--- src/rtl/retry_backoff_pkg.sv ---
package retry_backoff_pkg;
   typedef enum logic {
      BK_PAUSE = 1'b0,
      BK_SLOTS = 1'b1
   } bk_mode_e;
endpackage

--- src/rtl/bko_spin_ctr.sv ---
// One-hot spin count: starts at 1, doubles on each step, saturates at LIMIT.
module bko_spin_ctr #(
   parameter int unsigned LIMIT = 4096,
   parameter int unsigned CNT_W = $clog2(LIMIT) + 1
) (
   input  logic             clk,
   input  logic             rst_n,
   input  logic             clear_i,
   input  logic             step_i,
   output logic [CNT_W-1:0] cnt_o
);
   localparam logic [CNT_W-1:0] CEIL = CNT_W'(LIMIT);
   localparam logic [CNT_W-1:0] ONE  = CNT_W'(1);

   logic [CNT_W-1:0] cnt_q;
   logic [CNT_W-1:0] cnt_d;

   always_comb begin
      cnt_d = cnt_q;
      if (clear_i)
         cnt_d = ONE;
      else if (step_i)
         cnt_d = (cnt_q >= CEIL) ? CEIL : (cnt_q << 1);
   end

   always_ff @(posedge clk) begin
      if (!rst_n)
         cnt_q <= ONE;
      else
         cnt_q <= cnt_d;
   end

   assign cnt_o = cnt_q;

   AST_CNT_ONEHOT: assert property (@(posedge clk) disable iff (!rst_n)
      $onehot(cnt_o));
   AST_CNT_CEIL: assert property (@(posedge clk) disable iff (!rst_n)
      cnt_o <= CEIL);
   AST_CLEAR_TO_ONE: assert property (@(posedge clk) disable iff (!rst_n)
      clear_i |=> cnt_o == ONE);
endmodule

--- src/rtl/bko_pend_ctr.sv ---
// Saturating count of failures waiting for the stall path to free up.
module bko_pend_ctr #(
   parameter int unsigned PEND_W = 3
) (
   input  logic clk,
   input  logic rst_n,
   input  logic flush_i,
   input  logic add_i,
   input  logic take_i,
   output logic has_o
);
   localparam logic [PEND_W-1:0] PMAX = {PEND_W{1'b1}};

   logic [PEND_W-1:0] pend_q;
   logic [PEND_W-1:0] pend_d;

   always_comb begin
      pend_d = pend_q;
      if (flush_i)
         pend_d = '0;
      else if (add_i && !take_i)
         pend_d = (pend_q == PMAX) ? PMAX : pend_q + 1'b1;
      else if (!add_i && take_i)
         pend_d = pend_q - 1'b1;
   end

   always_ff @(posedge clk) begin
      if (!rst_n)
         pend_q <= '0;
      else
         pend_q <= pend_d;
   end

   assign has_o = (pend_q != '0);

   AST_TAKE_HAS_SOURCE: assert property (@(posedge clk) disable iff (!rst_n)
      take_i |-> (has_o || add_i));
   AST_FLUSH_EMPTIES: assert property (@(posedge clk) disable iff (!rst_n)
      flush_i |=> !has_o);
endmodule

--- src/rtl/bko_slot_timer.sv ---
// Runs a number of fixed-length dummy-wait slots back to back.
module bko_slot_timer #(
   parameter int unsigned SLOT_CYC = 45,
   parameter int unsigned SLOTS_W  = 15,
   parameter int unsigned TMR_W    = $clog2(SLOT_CYC) + 1
) (
   input  logic               clk,
   input  logic               rst_n,
   input  logic               start_i,
   input  logic [SLOTS_W-1:0] slots_i,
   output logic               active_o
);
   localparam logic [TMR_W-1:0] RELOAD = TMR_W'(SLOT_CYC - 1);

   logic               active_q;
   logic [SLOTS_W-1:0] slots_q;
   logic [TMR_W-1:0]   tmr_q;

   always_ff @(posedge clk) begin
      if (!rst_n) begin
         active_q <= 1'b0;
         slots_q  <= '0;
         tmr_q    <= '0;
      end else if (start_i) begin
         active_q <= 1'b1;
         slots_q  <= slots_i;
         tmr_q    <= RELOAD;
      end else if (active_q) begin
         if (tmr_q == '0) begin
            tmr_q <= RELOAD;
            if (slots_q <= SLOTS_W'(1))
               active_q <= 1'b0;
            else
               slots_q <= slots_q - 1'b1;
         end else begin
            tmr_q <= tmr_q - 1'b1;
         end
      end
   end

   assign active_o = active_q;

   AST_START_WHEN_IDLE: assert property (@(posedge clk) disable iff (!rst_n)
      start_i |-> !active_o);
   AST_START_NONZERO: assert property (@(posedge clk) disable iff (!rst_n)
      start_i |-> slots_i != '0);
endmodule

--- src/rtl/retry_backoff.sv ---
module retry_backoff
   import retry_backoff_pkg::*;
#(
   parameter int unsigned LIMIT          = 4096,
   parameter int unsigned SHIFT          = 7,
   parameter int unsigned SLOTS_PER_UNIT = 3,
   parameter int unsigned SLOT_CYC       = 45,
   parameter int unsigned PEND_W         = 3,
   parameter bit          HAS_SLOTS      = 1'b1,
   parameter int unsigned CNT_W          = $clog2(LIMIT) + 1,
   parameter int unsigned AMT_W          = CNT_W + SHIFT
) (
   input  logic             clk,
   input  logic             rst_n,
   input  logic             fail_i,
   input  logic             succ_i,
   input  logic             mode_i,
   input  logic             busy_i,
   output logic             req_valid_o,
   output logic [AMT_W-1:0] req_amount_o,
   output logic             wait_o
);
   localparam int unsigned SLOTS_W = $clog2(LIMIT * SLOTS_PER_UNIT) + 1;

   // elaboration-time parameter checks
   if (LIMIT < 2 || (LIMIT & (LIMIT - 1)) != 0) begin : g_bad_limit
      $error("retry_backoff: LIMIT must be a power of two of at least 2");
   end
   if (SLOT_CYC < 1 || SLOTS_PER_UNIT < 1) begin : g_bad_slot
      $error("retry_backoff: slot length and slots per unit must be nonzero");
   end
   if (PEND_W < 1) begin : g_bad_pend
      $error("retry_backoff: PEND_W must be at least 1");
   end

   logic [CNT_W-1:0] cnt;
   logic             pend_has;
   logic             slot_active;
   bk_mode_e         mode_q;
   bk_mode_e         mode_eff;
   logic             vld_q;
   logic [AMT_W-1:0] amt_q;
   logic             idle;
   logic             can_issue;
   logic             go;
   logic             go_pause;
   logic             go_slots;

   assign can_issue = !busy_i && !slot_active && !vld_q;
   assign idle      = can_issue && !pend_has;
   assign go        = (pend_has || fail_i) && can_issue && !succ_i;
   assign go_pause  = go && (mode_eff == BK_PAUSE);
   assign go_slots  = go && (mode_eff == BK_SLOTS);

   bko_spin_ctr #(.LIMIT(LIMIT), .CNT_W(CNT_W)) u_spin (
      .clk     (clk),
      .rst_n   (rst_n),
      .clear_i (succ_i),
      .step_i  (go),
      .cnt_o   (cnt)
   );

   bko_pend_ctr #(.PEND_W(PEND_W)) u_pend (
      .clk     (clk),
      .rst_n   (rst_n),
      .flush_i (succ_i),
      .add_i   (fail_i),
      .take_i  (go),
      .has_o   (pend_has)
   );

   if (HAS_SLOTS) begin : g_slots
      logic [SLOTS_W-1:0] slot_total;
      assign slot_total = SLOTS_W'(cnt) * SLOTS_W'(SLOTS_PER_UNIT);
      assign mode_eff   = idle ? bk_mode_e'(mode_i) : mode_q;

      bko_slot_timer #(.SLOT_CYC(SLOT_CYC), .SLOTS_W(SLOTS_W)) u_slots (
         .clk      (clk),
         .rst_n    (rst_n),
         .start_i  (go_slots),
         .slots_i  (slot_total),
         .active_o (slot_active)
      );
   end else begin : g_pause_only
      assign mode_eff    = BK_PAUSE;
      assign slot_active = 1'b0;
   end

   always_ff @(posedge clk) begin
      if (!rst_n) begin
         vld_q  <= 1'b0;
         amt_q  <= '0;
         mode_q <= BK_PAUSE;
      end else begin
         vld_q <= go_pause;
         if (go_pause)
            amt_q <= AMT_W'(cnt) << SHIFT;
         if (idle)
            mode_q <= bk_mode_e'(mode_i);
      end
   end

   assign req_valid_o  = vld_q;
   assign req_amount_o = amt_q;
   assign wait_o       = slot_active;

   AST_VALID_PULSE: assert property (@(posedge clk) disable iff (!rst_n)
      req_valid_o |=> !req_valid_o);
   AST_NO_ISSUE_BUSY: assert property (@(posedge clk) disable iff (!rst_n)
      $rose(req_valid_o) |-> !$past(busy_i));
   AST_AMT_SCALED: assert property (@(posedge clk) disable iff (!rst_n)
      req_valid_o |-> (req_amount_o[SHIFT-1:0] == '0 && req_amount_o != '0));
   AST_ONE_KIND: assert property (@(posedge clk) disable iff (!rst_n)
      !(req_valid_o && $rose(wait_o)));
   AST_SUCC_NO_ISSUE: assert property (@(posedge clk) disable iff (!rst_n)
      succ_i |=> !$rose(req_valid_o));
endmodule

--- config.mk ---
export PLATFORM = sky130hd
export DESIGN_NAME = retry_backoff
export DESIGN_NICKNAME = d
export VERILOG_FILES = /design/src/rtl/retry_backoff_pkg.sv /design/src/rtl/bko_spin_ctr.sv /design/src/rtl/bko_pend_ctr.sv /design/src/rtl/bko_slot_timer.sv /design/src/rtl/retry_backoff.sv
export SDC_FILE = /design/constraint.sdc
export NUM_CORES = 1
export LEC_CHECK = 0
export ABC_AREA = 1
export BUFFER_PORTS_ARGS = -buffer_cell sky130_fd_sc_hd__buf_2
export CAP_MARGIN = 20
export CORE_MARGIN = 2
export CORE_UTILIZATION = 55
export CTS_BUF_LIST = sky130_fd_sc_hd__clkbuf_2
export DETAILED_ROUTE_END_ITERATION = 12
export HOLD_SLACK_MARGIN = 0.05
export PLACE_DENSITY = 0.74
export SYNTH_ARGS = -nofsm -noshare
export SYNTH_HDL_FRONTEND = slang
export SYNTH_SLANG_ARGS = --single-unit
export TNS_END_PERCENT = 50
--- constraint.sdc ---
create_clock -name clk -period 3.98 [get_ports clk]
set_input_delay 0.199 -clock clk [delete_from_list [all_inputs] [get_ports clk]]
set_output_delay 0.199 -clock clk [all_outputs]
set_load 0.02 [all_outputs]
==> flow_summary.ini, run 1 <==
[sta]
final.setup.tns_ns = 0
period_share_pct = 62.22
setup_slack_ns = 1.504
finClkSkew_ns = 0.01236
max_clock_freq_mhz = 403.8
grt_setup_unrepaired = false
slew_headroom_pct = 65.24
setup_viol = 0
hold_viol = 0
final_max_slew_viol_count = 0
post-route-min-period_ns = 2.476
worst_pin_slew_ns = 0.5214

[grt]
antenna_found_initial = 0
grt_max_degree = 33
grt_use_total_pct = 22.52
grt_pass1_wl_um = 13440
grt_pass1_vias = 3034
grt_remaining_overflow = 0

[placement]
dp_slack_ns = 1.591
port_buffers = 20
dp_hpwl_um = 5849
dp.cells = 622
globalplace.congestion = 0.8373

[cells_and_area]
diodes = 0
fin_util_pct = 59.09
syn2layout_area_growth_pct = 4.204
final_nets = 583
multiInputGateArea_um2 = 2097
drive_above_1_share_pct = 7.942
seq_area_um2 = 1081
finalNonFillerCells = 631
fillers = 628

[routing]
drc = 0
first_iter_violations = 186
drt_pass1_iterations = 5
wirelength_um = 7764
post_drt_wl_per_cell_um = 12.30
antenna_left = 0
viasPerCell = 5.285
num_vias = 3335

[synth]
yosys.cell_types.count = 35
ys_warn_count = 0
syn_area_um2 = 3601
synth_cells = 541
yosysSeqAreaShare_pct = 30.02
syn_avg_cell_area_um2 = 6.656
ys_ff_latch = 54

[setup_path]
cp_slowest_cell = dfxtp_1
cp_top_family = simple AND/OR/NAND/NOR gates
start_kind = flip-flop
cp.arrival_ns = 2.89
cpMostUsedCell = inv_1
crit_path_end_kind = flip-flop
worstPathCellList = inv_1 > ha_1 > inv_1 > nor2_1 > nand2_1 > nand2_2 > nor2_4 > inv_2 > ha_1 > inv_1 > nand3_1 > or2_2 > nand3_1 > nand2_1 > inv_1
worst-path-buf-inv = 5
slowest_delay_ns = 0.40
critPathLaunch = u_pend.pend_q[0]
crit_required_ns = 4.39
timing_worst_setup_path_type = flip-flop to flip-flop
cp_max_fo = 14
timing.rr.start = u_pend.pend_q[0]

[worst_hold_path]
holdCritPathClass = primary input to flip-flop
min_from = succ_i

[cts]
ctsHtreeMaxLevel = 2
cts_max_path_buffers = 2
cts.sinks = 54
cts-root-buf = clkbuf_2
cts_resized = 0
insertion_delay_ns = 0.44
cts_buffers = 5
clkTransAtPathRegs_ns = 0.27
cts_setup_buffers = 0
cts_tree = yes

[run]
cap_violations = 0

[floorplan]
die_h_um = 84.92
die_x_um = 84.92
initial_core_util_pct = 56.71
core_um2 = 6350
dieArea_um2 = 7211
row_count = 29
ios = 28

[power]
leakagePower_nw = 1.909
p_per_area_nw_per_um2 = 325.9
peakVddDrop_mv = 0.2452
total_power_mw = 1.223

[outcome]
outcome = finished, final reports clean
-- cell type report --
class	count	area share (%)
sequential	54	28.81
clock inverter	2	1.000
tap	77	2.568
clock buffer	6	0.8003
inverter	80	8.003
multi-input combinational	391	55.89
timing repair buffer	21	2.934
-- cells in the mapped netlist, drive strengths merged --
cell | n | area share [%]
nand2 | 128 | 14
clkbuf | 6 | 0.63
ha | 23 | 8.0
xnor2 | 5 | 1.2
xor2 | 9 | 2.2
nand3b | 2 | 0.42
conb | 1 | 0.10
a21oi | 35 | 4.9
a211oi | 15 | 3.3
o211ai | 4 | 0.83
nor2 | 66 | 7.7
nand4 | 9 | 1.7
or2 | 1 | 0.17
nand3 | 41 | 5.7
fa | 1 | 0.56
clkinv | 1 | 0.10
o21ai | 39 | 5.8
a22oi | 1 | 0.21
dfxtp | 54 | 30
and2 | 1 | 0.17
nor3 | 4 | 0.87
buf | 16 | 3.4
inv | 79 | 8.2
-- report_power, final --
| part | internal [mW] | switching (mW) |
|---|---|---|
| Sequential | 0.572 | 0.0256 |
| Clock | 0.108 | 0.181 |
| Combinational | 0.119 | 0.218 |
| Total | 0.799 | 0.424 |
-- layer usage --
layer | share of wire [%] | vias up | wire [µm] | track usage [%]
met5 | 0 | - | 0 | 0
met4 | 1.7 | 0 | 132 | 6.205
met3 | 5.1 | 13 | 393 | 4.086
met2 | 43 | 88 | 3359 | 36.01
met1 | 50 | 1482 | 3880 | 31.38
li1 | - | 1752 | - | -
-- flip-flops by register name, indices dropped and copies added (netlist names) --
signal and cells:
req_valid_o 1, mode_q 1, g_slots.u_slots.active_o 1, g_slots.u_slots.slots_q 15, req_amount_o 13, u_pend.pend_q 3, u_spin.cnt_o 13, g_slots.u_slots.tmr_q 7
-- cells by family after synthesis --
kind of cell | synth area share (%)
buffers and inverters | 12.37
and+or+nand+nor | 30.54
xor gates and xnor gates | 3.405
adders and majority gates | 8.548
AOI/OAI and AO/OA | 15.01
DFF | 30.02
other | 0.1041
-- cell usage in the layout, fill, tap and decap left out, drive strengths merged --
cell type	synthesis	routed
xnor2	5	5
and2	1	1
o211ai	4	4
xor2	9	9
inv	79	79
buf	16	20
or2	1	1
nand3	41	41
nor2	66	66
nand4	9	9
a22oi	1	1
dfxtp	54	54
conb	1	7
a21oi	35	35
clkinvlp	0	1
nand3b	2	2
clkbuf	6	6
o21ai	39	39
ha	23	23
clkinv	1	1
nor3	4	4
a211oi	15	15
bufinv	0	1
fa	1	1
dlygate4sd3	0	1
nand2	128	128
-- through the flow --
step           cell area (µm²)  hold slack (ns)
2_1_floorplan             3623           0.3489
3_3_place_gp              3675           0.4835
3_5_place_dp              3675           0.4879
4_1_cts                   3752          0.06530
5_1_grt                   3752          0.07301
6_report                  3752          0.08453
-- tightest hold or removal path: cells and delay by family --
kind,cells,cell delay [ns]
buffers and inverters,1,0.12
AO/OA/AOI/OAI,1,0.12
AND/OR/NAND/NOR,1,0.06
-- timing repair --
item / in CTS / in global routing
hold endpoints to repair: 1 / 0
hold buffers: 1 / 0
setup endpoints to repair: 0 / 0
-- worst paths after layout --
path | end | slack [ns] | cells after the start
hold / removal | u_spin.cnt_o[0] | 0.08 | 3
setup reg to reg | u_pend.pend_q[2] | 1.50 | 15
setup / recovery | u_pend.pend_q[2] | 1.50 | 15
hold reg to reg | g_slots.u_slots.tmr_q[0] | 0.52 | 1
(Power assumes the default switching activity.)
==> inputs of run 2 (changes only) <==
--- a/config.mk
+++ b/config.mk
@@ -5,7 +5,7 @@
 export SDC_FILE = /design/constraint.sdc
 export NUM_CORES = 1
 export LEC_CHECK = 0
-export ABC_AREA = 1
+export ABC_AREA = 0
 export BUFFER_PORTS_ARGS = -buffer_cell sky130_fd_sc_hd__buf_2
 export CAP_MARGIN = 20
 export CORE_MARGIN = 2
@@ -13,7 +13,7 @@
 export CTS_BUF_LIST = sky130_fd_sc_hd__clkbuf_2
 export DETAILED_ROUTE_END_ITERATION = 12
 export HOLD_SLACK_MARGIN = 0.05
-export PLACE_DENSITY = 0.74
+export PLACE_DENSITY = 0.77
 export SYNTH_ARGS = -nofsm -noshare
 export SYNTH_HDL_FRONTEND = slang
 export SYNTH_SLANG_ARGS = --single-unit
==> constraint.sdc (replaced) <==
create_clock -name clk -period 2.2 [get_ports clk]
set_input_delay 0.11 -clock clk [delete_from_list [all_inputs] [get_ports clk]]
set_output_delay 0.11 -clock clk [all_outputs]
set_load 0.02 [all_outputs]
==> flow_summary.ini, run 2 <==
[setup_path]
r2r_end = g_slots.u_slots.slots_q[14]
r2r_slack_ns = 0.05
worstRegToRegCells = 5
start_kind = flip-flop
crit_path_end_kind = flip-flop
crit_required_ns = 2.55
timing_worst_setup_path_type = flip-flop to flip-flop
cp_max_fo = 7
timing.rr.start = g_slots.u_slots.slots_q[10]
critPathLaunch = g_slots.u_slots.slots_q[10]
cp.arrival_ns = 2.50

[placement]
dp_slack_ns = 0.01790
dp.cells = 488
postPlaceCellArea_um2 = 3546
port_buffers = 20
dp_hpwl_um = 5398
globalplace.congestion = 0.8728

[synth]
synth_cells = 385
async_flop_share_pct = 0
ys_warn_count = 0
synth_most_common_cell = dfxtp_1
synth_common_cells = 54 x dfxtp_1, 44 x nor2_1, 34 x a21oi_1
ys_ff_latch = 54
ys_top_cells_by_area = dfxtp_1 33%, ha_1 8.8%, a21oi_1 5.2%
syn_avg_cell_area_um2 = 8.492
synth.top_cell.area_share_pct = 33.07
yosysSeqAreaShare_pct = 33.07
synth_top_area_cell = dfxtp_1
synth-main-ff-cell = dfxtp_1
syn_area_um2 = 3269
synth-edff-count = 0
yosys.cell_types.count = 56

[routing]
antenna_left = 0
drt_pass1_iterations = 6
first_iter_violations = 153
wirelength_um = 7468
num_vias = 2908
drc = 0
viasPerCell = 5.828
post_drt_wl_per_cell_um = 14.97

[cells_and_area]
syn2layout_area_growth_pct = 14.05
fillers = 527
largest_register = g_slots.u_slots.slots_q
final_cell_mix = 45 x dfxtp_1, 44 x nor2_1, 33 x a21oi_1
diodes = 0
largest_reg_flops = 15
fin_util_pct = 64.11
finalNonFillerCells = 499
drive_above_1_share_pct = 19.58
final_common_cell = dfxtp_1
final_nets = 453
fin_area_um2 = 3729

[cts]
cts.sinks = 54
cts-root-buf = clkbuf_2
cts_max_path_buffers = 2
cts_setup_buffers = 0
clkTransAtPathRegs_ns = 0.25
ctsHtreeMaxLevel = 2
cts_tree = yes
cts_buffers = 5
insertion_delay_ns = 0.45

[sta]
final.setup.tns_ns = 0
grt_setup_unrepaired = true
fin_hold_ws_ns = 0.1297
slew_headroom_pct = 60.08
setup_viol = 0
period_share_pct = 97.80
hold_viol = 0
post-route-min-period_ns = 2.152
finClkSkew_ns = 0.02603
setup_slack_ns = 0.04837
final_max_slew_viol_count = 0
worst_pin_slew_ns = 0.5987
max_clock_freq_mhz = 464.8

[power]
p_per_area_nw_per_um2 = 593.8
peakVddDrop_mv = 0.3670
leakagePower_nw = 1.656
total_power_mw = 2.214

[floorplan]
dieArea_um2 = 6577
row_count = 28
initial_core_util_pct = 56.22
die_x_um = 81.10
ios = 28
die_h_um = 81.10
core_um2 = 5816

[worst_hold_path]
hold-path-endpoint = g_slots.u_slots.slots_q[12]
worst_hold_path.num_cells = 5
min_from = busy_i
holdCritPathClass = primary input to flip-flop

[run]
cap_violations = 0

[grt]
grt_max_degree = 29
grt_use_total_pct = 24.43
antenna_found_initial = 0
grt_pass1_vias = 2775
grt_pass1_wl_um = 12600
grt_remaining_overflow = 0

[outcome]
outcome = finished, final reports clean
run 2: how the worst max path moves through the flow:
| stage | endpoint | cells past startpoint |
|---|---|---|
| after floorplan | g_slots.u_slots.slots_q[1] | 6 |
| after global placement | g_slots.u_slots.slots_q[11] | 7 |
| after detailed placement | g_slots.u_slots.slots_q[11] | 7 |
| after CTS | g_slots.u_slots.slots_q[9] | 8 |
| after global routing | g_slots.u_slots.slots_q[10] | 5 |
| final | g_slots.u_slots.slots_q[14] | 5 |
run 2: repair_timing:
| action | CTS | global route |
|---|---|---|
| pin swaps | 0 | 6 |
| endpoints found under the hold margin | 6 | 0 |
| hold buffers | 3 | 0 |
| gates resized for setup | 4 | 19 |
| endpoints found under the setup margin | 2 | 8 |
run 2: routing by layer:
metal | GRT usage (%) | wire length [µm]
met1 | 31.32 | 3380
met2 | 43.06 | 3819
met3 | 4.222 | 210
met4 | 5.254 | 57
met5 | 0 | 0
run 2: cell families (layout without fill, tap and decap cells):
logic type	after synthesis	count (layout)	synth area share (%)
and+or+nand+nor	127	127	20.40
AOI/OAI and AO/OA	105	105	21.43
DFF	54	54	33.07
buffers and inverters	40	73	5.626
adders and majority gates	24	24	9.415
xor gates and xnor gates	18	18	4.822
muxes	16	16	5.128
other	1	7	0.1147
run 2: power breakdown:
part | internal (mW) | switching (mW) | leakage (nW)
logic | 0.267 | 0.346 | 1.17
clock network | 0.202 | 0.312 | 0.0432
registers | 1.03 | 0.0548 | 0.442
total | 1.50 | 0.713 | 1.66
run 2: area by class of cell:
class	count	area (µm²)	area share (%)
Clock buffer	7	35.03	0.9396
Clock inverter	1	30.03	0.8054
Inverter	19	71.32	1.913
Multi-Input combinational cell	297	2103	56.41
Sequential cell	54	1092	29.30
Tap cell	75	93.84	2.517
Timing Repair Buffer	46	302.8	8.121
run 2: worst max-delay path: stages (launching register included):
cell and delay (ns):
dfxtp_2 0.38, or4_4 0.53, or4_4 0.55, o21a_1 0.25
a211oi_1 0.26, o31ai_1 0.11
